### config.mk
export PLATFORM = sky130hd
export DESIGN_NAME = hpt_walker
export DESIGN_NICKNAME = d
export VERILOG_FILES = /design/src/rtl/hpt_pkg.sv /design/src/rtl/hpt_hash.sv /design/src/rtl/hpt_entry_match.sv /design/src/rtl/hpt_rights.sv /design/src/rtl/hpt_walker.sv
export SDC_FILE = /design/constraint.sdc
export NUM_CORES = 1
export LEC_CHECK = 0
export ABC_AREA = 0
export BUFFER_PORTS_ARGS = -buffer_cell sky130_fd_sc_hd__buf_2
export CAP_MARGIN = 20
export CORE_ASPECT_RATIO = 1.2
export CORE_MARGIN = 2
export CORE_UTILIZATION = 35
export CTS_CLUSTER_SIZE = 28
export DETAILED_ROUTE_END_ITERATION = 6
export SKIP_CTS_REPAIR_TIMING = 1
export SYNTH_ARGS = -nofsm -noshare
export SYNTH_HDL_FRONTEND = slang
export SYNTH_SLANG_ARGS = --single-unit
export TNS_END_PERCENT = 10
### constraint.sdc
create_clock -name clk -period 2.97 [get_ports clk]
set_input_delay 0.297 -clock clk [delete_from_list [all_inputs] [get_ports clk]]
set_output_delay 0.297 -clock clk [all_outputs]
set_load 0.005 [all_outputs]
### src/rtl/hpt_pkg.sv
`timescale 1ns/1ps
package hpt_pkg;
    localparam int VSID_W   = 24;
    localparam int PIDX_W   = 16;
    localparam int API_W    = 6;
    localparam int HASH_W   = 19;
    localparam int RPN_W    = 20;
    localparam int ORG_W    = 16;
    localparam int SIZE_W   = 9;
    localparam int WORD_W   = 32;

    localparam logic [WORD_W-1:0] CONS_MASK = 32'hFFFFF07B;
    localparam logic [WORD_W-1:0] TAG_MASK  = 32'h7FFFFFBF;
    localparam logic [WORD_W-1:0] SEC_MASK  = 32'h01FFFFC0;
    localparam logic [WORD_W-1:0] REF_FLAG  = 32'h00000100;
    localparam logic [WORD_W-1:0] CHG_FLAG  = 32'h00000080;

    typedef enum logic [1:0] {
        WALK_HIT      = 2'd0,
        WALK_NOTFOUND = 2'd1,
        WALK_PROT     = 2'd2,
        WALK_CONFLICT = 2'd3
    } walk_status_e;

    typedef enum logic [2:0] {
        ST_IDLE   = 3'd0,
        ST_RD0    = 3'd1,
        ST_RD1    = 3'd2,
        ST_CHK    = 3'd3,
        ST_DECIDE = 3'd4,
        ST_WB     = 3'd5
    } walk_state_e;
endpackage

### src/rtl/hpt_hash.sv
`timescale 1ns/1ps
module hpt_hash
    import hpt_pkg::*;
(
    input  logic [HASH_W-1:0] hvsid,
    input  logic [PIDX_W-1:0] pidx,
    input  logic [ORG_W-1:0]  tbl_origin,
    input  logic [SIZE_W-1:0] tbl_size,
    input  logic              secondary,
    output logic [WORD_W-1:0] group_addr
);
    localparam int TOP_PAD = WORD_W - HASH_W - 6;
    localparam int SZ_PAD  = WORD_W - SIZE_W - 16;

    logic [WORD_W-1:0] hash_pri;
    logic [WORD_W-1:0] hash_sel;
    logic [WORD_W-1:0] size_mask;

    always_comb begin
        hash_pri  = {{TOP_PAD{1'b0}}, (hvsid ^ {{(HASH_W-PIDX_W){1'b0}}, pidx}), 6'b0};
        hash_sel  = secondary ? (~hash_pri & SEC_MASK) : hash_pri;
        size_mask = {{SZ_PAD{1'b0}}, tbl_size, 16'hFFC0};
        group_addr = {tbl_origin, 16'h0} | (hash_sel & size_mask);
    end
endmodule

### src/rtl/hpt_entry_match.sv
`timescale 1ns/1ps
module hpt_entry_match
    import hpt_pkg::*;
(
    input  logic [WORD_W-1:0] word0,
    input  logic [VSID_W-1:0] vsid,
    input  logic [API_W-1:0]  api,
    input  logic              pass_sec,
    output logic              hit
);
    logic [WORD_W-1:0] tag;

    always_comb begin
        tag = {1'b0, vsid, 1'b0, api};
        hit = word0[31] && (word0[6] == pass_sec) && ((word0 & TAG_MASK) == tag);
    end
endmodule

### src/rtl/hpt_rights.sv
`timescale 1ns/1ps
module hpt_rights (
    input  logic       key,
    input  logic [1:0] pp,
    input  logic       is_write,
    output logic       can_rd,
    output logic       can_wr,
    output logic       granted
);
    always_comb begin
        if (!key) begin
            can_rd = 1'b1;
            can_wr = (pp != 2'd3);
        end else begin
            unique case (pp)
                2'd0:    begin can_rd = 1'b0; can_wr = 1'b0; end
                2'd2:    begin can_rd = 1'b1; can_wr = 1'b1; end
                default: begin can_rd = 1'b1; can_wr = 1'b0; end
            endcase
        end
        granted = is_write ? can_wr : can_rd;
    end
endmodule

### src/rtl/hpt_walker.sv
`timescale 1ns/1ps
module hpt_walker
    import hpt_pkg::*;
#(
    parameter int GROUP_SLOTS = 8
) (
    input  logic              clk,
    input  logic              rst_n,
    input  logic              req_valid,
    input  logic [VSID_W-1:0] req_vsid,
    input  logic [PIDX_W-1:0] req_pidx,
    input  logic              req_write,
    input  logic              req_user,
    input  logic              seg_key_sup,
    input  logic              seg_key_usr,
    input  logic [ORG_W-1:0]  tbl_origin,
    input  logic [SIZE_W-1:0] tbl_size,
    output logic              busy,
    output logic              mem_rd_en,
    output logic              mem_wr_en,
    output logic [WORD_W-1:0] mem_addr,
    output logic [WORD_W-1:0] mem_wdata,
    input  logic [WORD_W-1:0] mem_rdata,
    output logic              done,
    output logic [1:0]        status,
    output logic [RPN_W-1:0]  real_page,
    output logic              perm_read,
    output logic              perm_write
);
    localparam int IDX_W   = (GROUP_SLOTS > 1) ? $clog2(GROUP_SLOTS) : 1;
    localparam int OFF_PAD = WORD_W - IDX_W - 3;
    localparam logic [IDX_W-1:0] LAST_SLOT = IDX_W'(GROUP_SLOTS - 1);

    typedef struct packed {
        walk_state_e       st;
        logic              pass_sec;
        logic [IDX_W-1:0]  idx;
        logic [IDX_W-1:0]  first_idx;
        logic [WORD_W-1:0] w0;
        logic [WORD_W-1:0] keep;
        logic [WORD_W-1:0] wb_word;
        logic              found;
        logic              conflict;
        logic [VSID_W-1:0] vsid;
        logic [PIDX_W-1:0] pidx;
        logic              wr;
        logic              key;
        logic [ORG_W-1:0]  origin;
        logic [SIZE_W-1:0] size;
        logic              done;
        walk_status_e      status;
        logic [RPN_W-1:0]  rpn;
        logic              pr;
        logic              pw;
    } walk_regs_t;

    walk_regs_t q, d;

    logic [WORD_W-1:0] group_addr;
    logic              slot_hit;
    logic              can_rd, can_wr, granted;
    logic [WORD_W-1:0] updated;
    logic [IDX_W-1:0]  port_slot;
    logic              upper_word;

    hpt_hash u_hash (
        .hvsid      (q.vsid[HASH_W-1:0]),
        .pidx       (q.pidx),
        .tbl_origin (q.origin),
        .tbl_size   (q.size),
        .secondary  (q.pass_sec),
        .group_addr (group_addr)
    );

    hpt_entry_match u_match (
        .word0    (q.w0),
        .vsid     (q.vsid),
        .api      (q.pidx[PIDX_W-1 -: API_W]),
        .pass_sec (q.pass_sec),
        .hit      (slot_hit)
    );

    hpt_rights u_rights (
        .key      (q.key),
        .pp       (q.keep[1:0]),
        .is_write (q.wr),
        .can_rd   (can_rd),
        .can_wr   (can_wr),
        .granted  (granted)
    );

    assign updated = q.keep | REF_FLAG | (q.wr ? CHG_FLAG : '0);

    always_comb begin
        d      = q;
        d.done = 1'b0;
        unique case (q.st)
            ST_IDLE: begin
                if (req_valid) begin
                    d.vsid     = req_vsid;
                    d.pidx     = req_pidx;
                    d.wr       = req_write;
                    d.key      = (req_user & seg_key_usr) | (~req_user & seg_key_sup);
                    d.origin   = tbl_origin;
                    d.size     = tbl_size;
                    d.pass_sec = 1'b0;
                    d.idx      = '0;
                    d.found    = 1'b0;
                    d.conflict = 1'b0;
                    d.st       = ST_RD0;
                end
            end
            ST_RD0: d.st = ST_RD1;
            ST_RD1: begin
                d.w0 = mem_rdata;
                d.st = ST_CHK;
            end
            ST_CHK: begin
                if (slot_hit) begin
                    if (!q.found) begin
                        d.found     = 1'b1;
                        d.first_idx = q.idx;
                        d.keep      = mem_rdata;
                    end else if (((q.keep ^ mem_rdata) & CONS_MASK) != '0) begin
                        d.conflict = 1'b1;
                    end
                end
                if (q.idx == LAST_SLOT) begin
                    d.st = ST_DECIDE;
                end else begin
                    d.idx = q.idx + 1'b1;
                    d.st  = ST_RD0;
                end
            end
            ST_DECIDE: begin
                d.pr  = 1'b0;
                d.pw  = 1'b0;
                d.rpn = '0;
                if (q.conflict) begin
                    d.status = WALK_CONFLICT;
                    d.done   = 1'b1;
                    d.st     = ST_IDLE;
                end else if (q.found) begin
                    if (granted) begin
                        d.status  = WALK_HIT;
                        d.rpn     = q.keep[WORD_W-1 -: RPN_W];
                        d.pr      = can_rd;
                        d.pw      = can_wr & (q.keep[7] | q.wr);
                        d.wb_word = updated;
                        if (updated != q.keep) begin
                            d.st = ST_WB;
                        end else begin
                            d.done = 1'b1;
                            d.st   = ST_IDLE;
                        end
                    end else begin
                        d.status = WALK_PROT;
                        d.done   = 1'b1;
                        d.st     = ST_IDLE;
                    end
                end else if (!q.pass_sec) begin
                    d.pass_sec = 1'b1;
                    d.idx      = '0;
                    d.st       = ST_RD0;
                end else begin
                    d.status = WALK_NOTFOUND;
                    d.done   = 1'b1;
                    d.st     = ST_IDLE;
                end
            end
            ST_WB: begin
                d.done = 1'b1;
                d.st   = ST_IDLE;
            end
            default: d.st = ST_IDLE;
        endcase
    end

    always_ff @(posedge clk or negedge rst_n) begin
        if (!rst_n) q <= '0;
        else        q <= d;
    end

    assign port_slot  = (q.st == ST_WB) ? q.first_idx : q.idx;
    assign upper_word = (q.st == ST_RD1) || (q.st == ST_WB);

    assign mem_addr   = group_addr + {{OFF_PAD{1'b0}}, port_slot, 3'b000}
                      + (upper_word ? WORD_W'(4) : WORD_W'(0));
    assign mem_rd_en  = (q.st == ST_RD0) || (q.st == ST_RD1);
    assign mem_wr_en  = (q.st == ST_WB);
    assign mem_wdata  = q.wb_word;
    assign busy       = (q.st != ST_IDLE);
    assign done       = q.done;
    assign status     = q.status;
    assign real_page  = q.rpn;
    assign perm_read  = q.pr;
    assign perm_write = q.pw;
endmodule

# Yosys cells after proc, flatten, opt, wreduce, memory -nomap -nowiden
# Index checks and enable logic that the tools add are counted.
# totals
regBits	200
inputBits	104
output_inout_bits	92
elab_cells	113
# op_classes
n_addsub	3
eq_ne	19
mux	37
n_bitwise	14
n_reduce_logical	20
# ops
operator	count
$mux 69	1
$mux 22	3
$mux 3	13
$add 32x3->32	1
$add 32x6->32	1
$and 32x25->32	1
$ne 32x32->1	1
$or 32x32->32	1
$or 32x8->32	1
$reduce_bool 32->1	1
$xor 32x32->32	1
$eq 30x30->1	1
$mux 25	1
$not 25->25	1
$xor 19x16->19	1
$ne 2x2->1 const B	9
$pmux 3 s5	1
$eq 3x3->1 const B	3
$mux 1	9
$pmux 3 s3	1
$reduce_bool 3->1	3
$mux 4	2
$mux 8	1
$reduce_and 4->1	2
other kinds (21)	33

# Longest topological paths before layout
# Gate-level depths: netlist (run 1).
# logic_depth
word_depth	8
mapped_depth	8
depth_no_buf	6

# Cells and area by module
# Synthesis (run 1) repeated with hierarchy kept, for this count alone.
# hier_totals
hier_cells	914
hier_area_um2	9974.6
# by_module_without_submodules
module	instances	cells_per_inst	area_per_inst_um2	seq_area_each_um2
hpt_walker	1	813	9057.4	5004.8
hpt_hash	1	54	531.8	0.0
hpt_entry_match	1	42	356.6	0.0
hpt_rights	1	5	28.8	0.0

# Worst setup path after synthesis (run 1)
# Ideal clock, no wire load.
# synth_timing
path_type	register -> register
start	register q[71] in the netlist's numbering
end	register q[127] in the netlist's numbering
setup_time_ps	125
t_arrival_ps	1869
t_required_ps	2845
path_slack_ps	976
stages_incl_launch_ff	8
n_path_buf	1
synth_period_minus_slack_ps	1994
cell_sequence	dfrtp_1 xor2_1 nor4_1 nand4_1 nor4_4 nand2_4 buf_6 mux2_4
# synth_via
elab_chain_len	3
# synth_lines
item	line	text
from (decl)	hpt_walker.sv:57	walk_regs_t q, d;
from (signal assigned)	hpt_walker.sv:180	if (!rst_n) q <= '0;
from (signal assigned)	hpt_walker.sv:181	else q <= d;
$eq 30x30->1	hpt_entry_match.sv:15	hit = word0[31] && (word0[6] == pass_sec) && ((word0 & TAG_MASK) == tag);
$logic_and 1x1->1	hpt_entry_match.sv:15	
$reduce_and 3->1 (no source line)	n/a	
# No other way between the ends.
# A chain may end at the register's enable or synchronous reset.

# Final worst setup path (run 1)
# layout_timing
start	register q[66] in the netlist's numbering
end	register q[137] in the netlist's numbering
# The elaborated chain is that of the path after synthesis.

==> run metrics, run 1 <==
clock buffer depth 2; layout cell share with drive strength beyond 1 0.488; synthesized flop and latch total 200; peak supply drop 0.380 mV; initial antenna violation count 1; Warnings, synthesis 0; Buffers on Ports 193; GRT Util Overall 0.155; register area share after synthesis 0.543; # setup viols final 0; post-synth top area share 0.543; Worst-Margin Slew 0.666 ns; CTS H-tree depth 4; Internal 4.23 mW; Routed WL 21000 µm; Worst setup EP type flip-flop; Comb power frac 0.068; worst min-delay path class input pin to flip-flop; routed via count 5363; filler cell count 2474; clk root buf clkbuf_16; starting density of the core 0.353; Die ar. 27600 µm²; Clock transition at path regs 0.08 ns; Final Hold Fails 0; Setup TNS 0 ns; estimated wirelength of the detail-placed design 15300 µm; clk sinks 200; Cell variety after synth 40; Die Span X 152 µm; Tmin final 2.57 ns; IO Pins 196; area growth from synthesis to layout 16.4%; fin nets 912; Gate Count Post-Synth 677; flop2flop setup slack 0.40 ns; crit start category flip-flop; WL/cell 18.2 µm; std cell rows 65; placed inst area 10100 µm²; total CTS buffers 17; max-slew violations 0; vias in the first global route 5594; pin count of the biggest net entering global routing 79; sw frac 0.247; router iterations before antenna repair 4; outcome complete, no violations; number of DRC markers in iteration 0 212; Rel. slew slack 0.556; CTS tree built; Worst-Skew Late Latency 0.45 ns; cell taking the most area after synthesis dfrtp_1; kind of critical path flip-flop to flip-flop; first-pass GRT wire length 32800 µm; CP Data Required Time 3.30 ns; Final Instance Area 10700 µm²; antenna viol nets, final 0; max_cap viols 0; worst-path fanout max 35; register share of total power 0.502; Core Area 26100 µm²; Area contributors post-synth dfrtp_1, mux2_2, xnor2_1; LEAKAGE 5.50 nW; DR DRC count 0; power share of the clock group 0.431; Synth Cell Area 9210 µm²; average vias per placed instance 4.64; unrepaired setup endpoints after global routing no; flip-flop and latch area 5000 µm²; period utilization 0.865; grt ovf 0; NetSw 1.39 mW; f_max 389 MHz; Die Y 182 µm; clk_skew 0.0131 ns; Multi-input gate area 3570 µm²; Worst Path Arrival 2.90 ns; PD cells 524 nW/µm²; Synth Area per Inst 13.6 µm²; Final GP Congestion 0.847
-- worst max-delay path, stage by stage (launching register included) --
cell     delay (ns)
dfrtp_1        0.42
xor2_1         0.17
nor4_1         0.42
nand4_1        0.21
nor4_4         0.35
nand2_4        0.43
mux2_4         0.44
-- cells in the mapped netlist (all sizes together) --
| library cell | number |
|---|---|
| dfrtp | 200 |
| mux2 | 166 |
| buf | 85 |
| xnor2 | 59 |
| xor2 | 32 |
| a22o | 22 |
| nor2 | 17 |
| nand2 | 12 |
| a21o | 10 |
| a21oi | 10 |
| o21ai | 10 |
| nor4 | 9 |
| clkbuf | 7 |
| inv | 7 |
| nand4 | 6 |
| a31oi | 3 |
| ha | 2 |
| nand3b | 2 |
| nor2b | 2 |
| o2111ai | 2 |
| or2 | 2 |
| a22oi | 1 |
| and2 | 1 |
| and3 | 1 |
| conb | 1 |
| mux2i | 1 |
| nand3 | 1 |
| nor3 | 1 |
| nor3b | 1 |
| o22a | 1 |
| o31ai | 1 |
| o32ai | 1 |
| or3 | 1 |
-- power by group through the flow --
| stage | logic, mW | registers, mW | clock network (mW) |
|---|---|---|---|
| after floorplan | 0.179 | 2.85 | 0 |
| after global placement | 0.391 | 2.87 | 0 |
| after detailed placement | 0.391 | 2.87 | 0 |
| after CTS | 0.393 | 2.82 | 2.50 |
| after global routing | 0.425 | 2.83 | 2.60 |
| final | 0.382 | 2.82 | 2.42 |
-- state kept, by name, indices dropped and copies added, names as in the netlist --
name / cells
done: 1
perm_write: 1
mem_wdata: 32
real_page: 20
perm_read: 1
status: 2
q: 143
-- layer usage --
layer  vias up  wire (µm)  GRT usage
met5         -          0          0
met4         0        484     0.0587
met3        25       1010     0.0377
met2       145      10200      0.253
met1      2651       9370      0.202
li1       2542          -          -
-- area by class of cell --
type / instances / area share
Antenna cell: 1 / 0.000233
Clock buffer: 17 / 0.0397
Clock inverter: 15 / 0.0175
Inverter: 7 / 0.00245
Multi-Input combinational cell: 379 / 0.333
Sequential cell: 200 / 0.467
Tap cell: 335 / 0.0391
Timing Repair Buffer: 201 / 0.101
-- final timing paths --
check / start / to / cells past startpoint
min in group asynchronous: rst_n / q[42]$_DFFE_PN0P_ / 2
max in group asynchronous: rst_n / q[74]$_DFFE_PN0P_ / 3
min reg2reg: mem_wdata[8]$_DFFE_PN0P_ / mem_wdata[8]$_DFFE_PN0P_ / 1
max reg2reg: q[66]$_DFFE_PN0P_ / q[137]$_DFFE_PN0P_ / 6
max: q[66]$_DFFE_PN0P_ / q[137]$_DFFE_PN0P_ / 6
min: req_vsid[10] / q[78]$_DFFE_PN0P_ / 3
-- placed cells by master (no fill, tap or decap), types with 3 or more instances in the layout --
master / Yosys / routed
xnor2_1: 59 / 59
buf_4: 64 / 3
nor4_1: 8 / 8
a22o_1: 22 / 22
mux2_4: 30 / 30
buf_12: 0 / 4
nor2_1: 17 / 16
inv_6: 0 / 4
mux2_1: 5 / 5
mux2_2: 131 / 131
a21o_1: 10 / 10
a31oi_1: 3 / 3
inv_1: 7 / 7
clkbuf_16: 0 / 17
nand2_1: 11 / 11
a21oi_1: 10 / 10
xor2_1: 32 / 32
o21ai_0: 10 / 10
dfrtp_1: 200 / 200
buf_2: 15 / 192
nand4_1: 6 / 6
-- cell families (layout without fill, tap and decap cells) --
family | count (synthesis) | in the layout | synth area share
flops | 200 | 200 | 0.543
mux | 167 | 167 | 0.216
buf+inv | 99 | 240 | 0.0709
xor+xnor | 91 | 91 | 0.0865
compound gates | 61 | 61 | 0.0474
simple gates | 56 | 56 | 0.0327
fa+ha+maj | 2 | 2 | 0.00272
other cells | 1 | 3 | 0.000407
-- per-stage QoR --
stage,instances,total power [mW],setup slack (ns),hold WS [ns],utilization
final,1155,5.62,0.402,0.0560,0.411
after global routing,1155,5.85,0.238,0.0621,0.411
after CTS,1153,5.71,0.354,-0.140,0.410
after detailed placement,1121,3.26,0.376,0.337,0.387
after global placement,1121,3.26,0.408,0.333,0.387
after floorplan,678,3.03,0.976,0.00141,-
No activity file was read; power rests on OpenSTA's default activity.
==> run 2: changes to the inputs <==
==> constraint.sdc (replaced) <==
create_clock -name clk -period 3.3 [get_ports clk]
set_input_delay 0.33 -clock clk [delete_from_list [all_inputs] [get_ports clk]]
set_output_delay 0.33 -clock clk [all_outputs]
set_load 0.005 [all_outputs]
==> run metrics, run 2 (synthesis results as in run 1) <==
outcome complete, no violations; area growth from synthesis to layout 16.5% (about the same); Core Area 26100 µm² (unchanged); initial antenna violation count 4 (+3); Rel. slew slack 0.509 (-0.0465); Tmin final 2.61 ns (+0.0413 ns); period utilization 0.791 (-0.0740); pin count of the biggest net entering global routing 89 (+13%); Clock transition at path regs 0.08 ns (about the same); number of DRC markers in iteration 0 136 (-36%); first-pass GRT wire length 33400 µm (+1.9%); CTS H-tree depth 4 (unchanged); Final GP Congestion 0.848 (+0.15%); peak supply drop 0.308 mV (-19%); average vias per placed instance 4.65 (+0.16%); most frequent cells in the layout dfrtp_1, buf_2, mux2_2, xnor2_1, xor2_1; routed via count 5395 (+0.60%); max reg flops 143 (unchanged); vias in the first global route 5698 (+1.9%); GRT Util Overall 0.158 (+0.00293); worst min-delay path class input pin to flip-flop; CP Data Required Time 3.61 ns (+0.31 ns); Final Instance Area 10700 µm² (about the same); estimated wirelength of the detail-placed design 15900 µm (+3.7%); CTS tree built; antenna viol nets, final 0 (unchanged); Die Span X 152 µm (unchanged); Die Y 182 µm (unchanged); Tot Pwr 5.00 mW (-11%); filler cell count 2534 (+2.4%); NetSw 1.25 mW (-10%); Final Hold Fails 0 (unchanged); WL/cell 18.5 µm (+1.4%); Worst setup EP type flip-flop; Comb power frac 0.069 (about the same); clk_skew 0.0125 ns (-0.000570 ns); # setup viols final 0 (unchanged); DR DRC count 0 (unchanged); f_max 383 MHz (-1.6%); clock buffer depth 2 (unchanged); power share of the clock group 0.424 (-0.007); commonest non-fill, non-tap cell in the layout dfrtp_1; max_cap viols 0 (unchanged); max-slew violations 0 (unchanged); Internal 3.76 mW (-11%); fin nets 917 (+0.55%); Die ar. 27600 µm² (unchanged); grt ovf 0 (unchanged); Worst-Margin Slew 0.736 ns (+0.0703 ns); Buffers on Ports 193 (unchanged); PD cells 466 nW/µm² (-11%); total CTS buffers 17 (unchanged); unrepaired setup endpoints after global routing no; sw frac 0.249 (+0.00243); Top reg by flops q; placed inst area 10100 µm² (+0.25%); starting density of the core 0.353 (unchanged); clk sinks 200 (unchanged); Worst Path Arrival 2.92 ns (+0.02 ns); crit start category flip-flop; IO Pins 196 (unchanged); router iterations before antenna repair 4 (unchanged); LEAKAGE 5.51 nW (+0.13%); worst-path fanout max 35 (unchanged); Worst-Skew Late Latency 0.43 ns (-0.02 ns); register share of total power 0.507 (+0.005); clk root buf clkbuf_16; kind of critical path flip-flop to flip-flop; layout cell share with drive strength beyond 1 0.492 (+0.00310); Setup TNS 0 ns (unchanged); std cell rows 65 (unchanged); Routed WL 21400 µm (+1.9%)
[run 2: cell types whose count changed in the layout (fill, tap and decap cells not counted), sizes merged]
cell	delta
clkinv	-2
clkinvlp	+2
bufinv	-1
clkbuf	+1
buf	+5
[run 2: layer usage]
| layer | vias up | wire [µm] | track usage |
|---|---|---|---|
| met5 | - | 28 | 0 |
| met4 | 6 | 340 | 0.0437 |
| met3 | 20 | 846 | 0.0384 |
| met2 | 120 | 10700 | 0.265 |
| met1 | 2694 | 9520 | 0.206 |
| li1 | 2555 | - | - |
[run 2: layout make-up]
cell class / count / area, µm² / share of cell area
diodes: 1 / 2.50 / 0.000233
clock buffers: 18 / 439 / 0.0409
clock inverters: 14 / 156 / 0.0146
inverters: 7 / 26.3 / 0.00245
multi-input cells: 379 / 3570 / 0.333
flip-flops and latches: 200 / 5000 / 0.466
well taps: 335 / 419 / 0.0390
repair buffers: 206 / 1110 / 0.104
[run 2: per-stage QoR]
stage | setup slack [ns] | util | hold slack (ns) | instances
floorplan | 1.31 | - | 0.0344 | 678
global placement | 0.660 | 0.388 | 0.406 | 1126
detailed placement | 0.653 | 0.388 | 0.404 | 1126
CTS | 0.644 | 0.411 | -0.0578 | 1158
global route | 0.531 | 0.411 | 0.0957 | 1160
finish | 0.691 | 0.411 | 0.0989 | 1160
[run 2: critical path: stages, from the launching register on]
cell,delay (ns)
dfrtp_1,0.42
xor2_1,0.18
nor4_1,0.44
nand4_1,0.23
nor4_4,0.35
nand2_4,0.43
mux2_4,0.44
[run 2: path summary, 6_finish.rpt]
check | startpoint | to | slack, ns | depth (start not counted)
worst max register to register | q[66]$_DFFE_PN0P_ | q[135]$_DFFE_PN0P_ | 0.69 | 6
worst max-delay path | q[66]$_DFFE_PN0P_ | q[135]$_DFFE_PN0P_ | 0.69 | 6
worst min register to register | mem_wdata[8]$_DFFE_PN0P_ | mem_wdata[8]$_DFFE_PN0P_ | 0.47 | 1
min in group asynchronous | rst_n | q[42]$_DFFE_PN0P_ | 0.47 | 2
max in group asynchronous | rst_n | q[79]$_DFFE_PN0P_ | 1.92 | 3
worst min-delay path | req_vsid[0] | q[68]$_DFFE_PN0P_ | 0.1 | 3
[run 2: power by group through the flow]
stage               combinational (mW)  sequential [mW]  clock (mW)
global route                     0.387             2.54        2.30
finish                           0.347             2.54        2.12
global placement                 0.355             2.58           0
detailed placement               0.356             2.59           0
floorplan                        0.161             2.57           0
CTS                              0.358             2.54        2.19
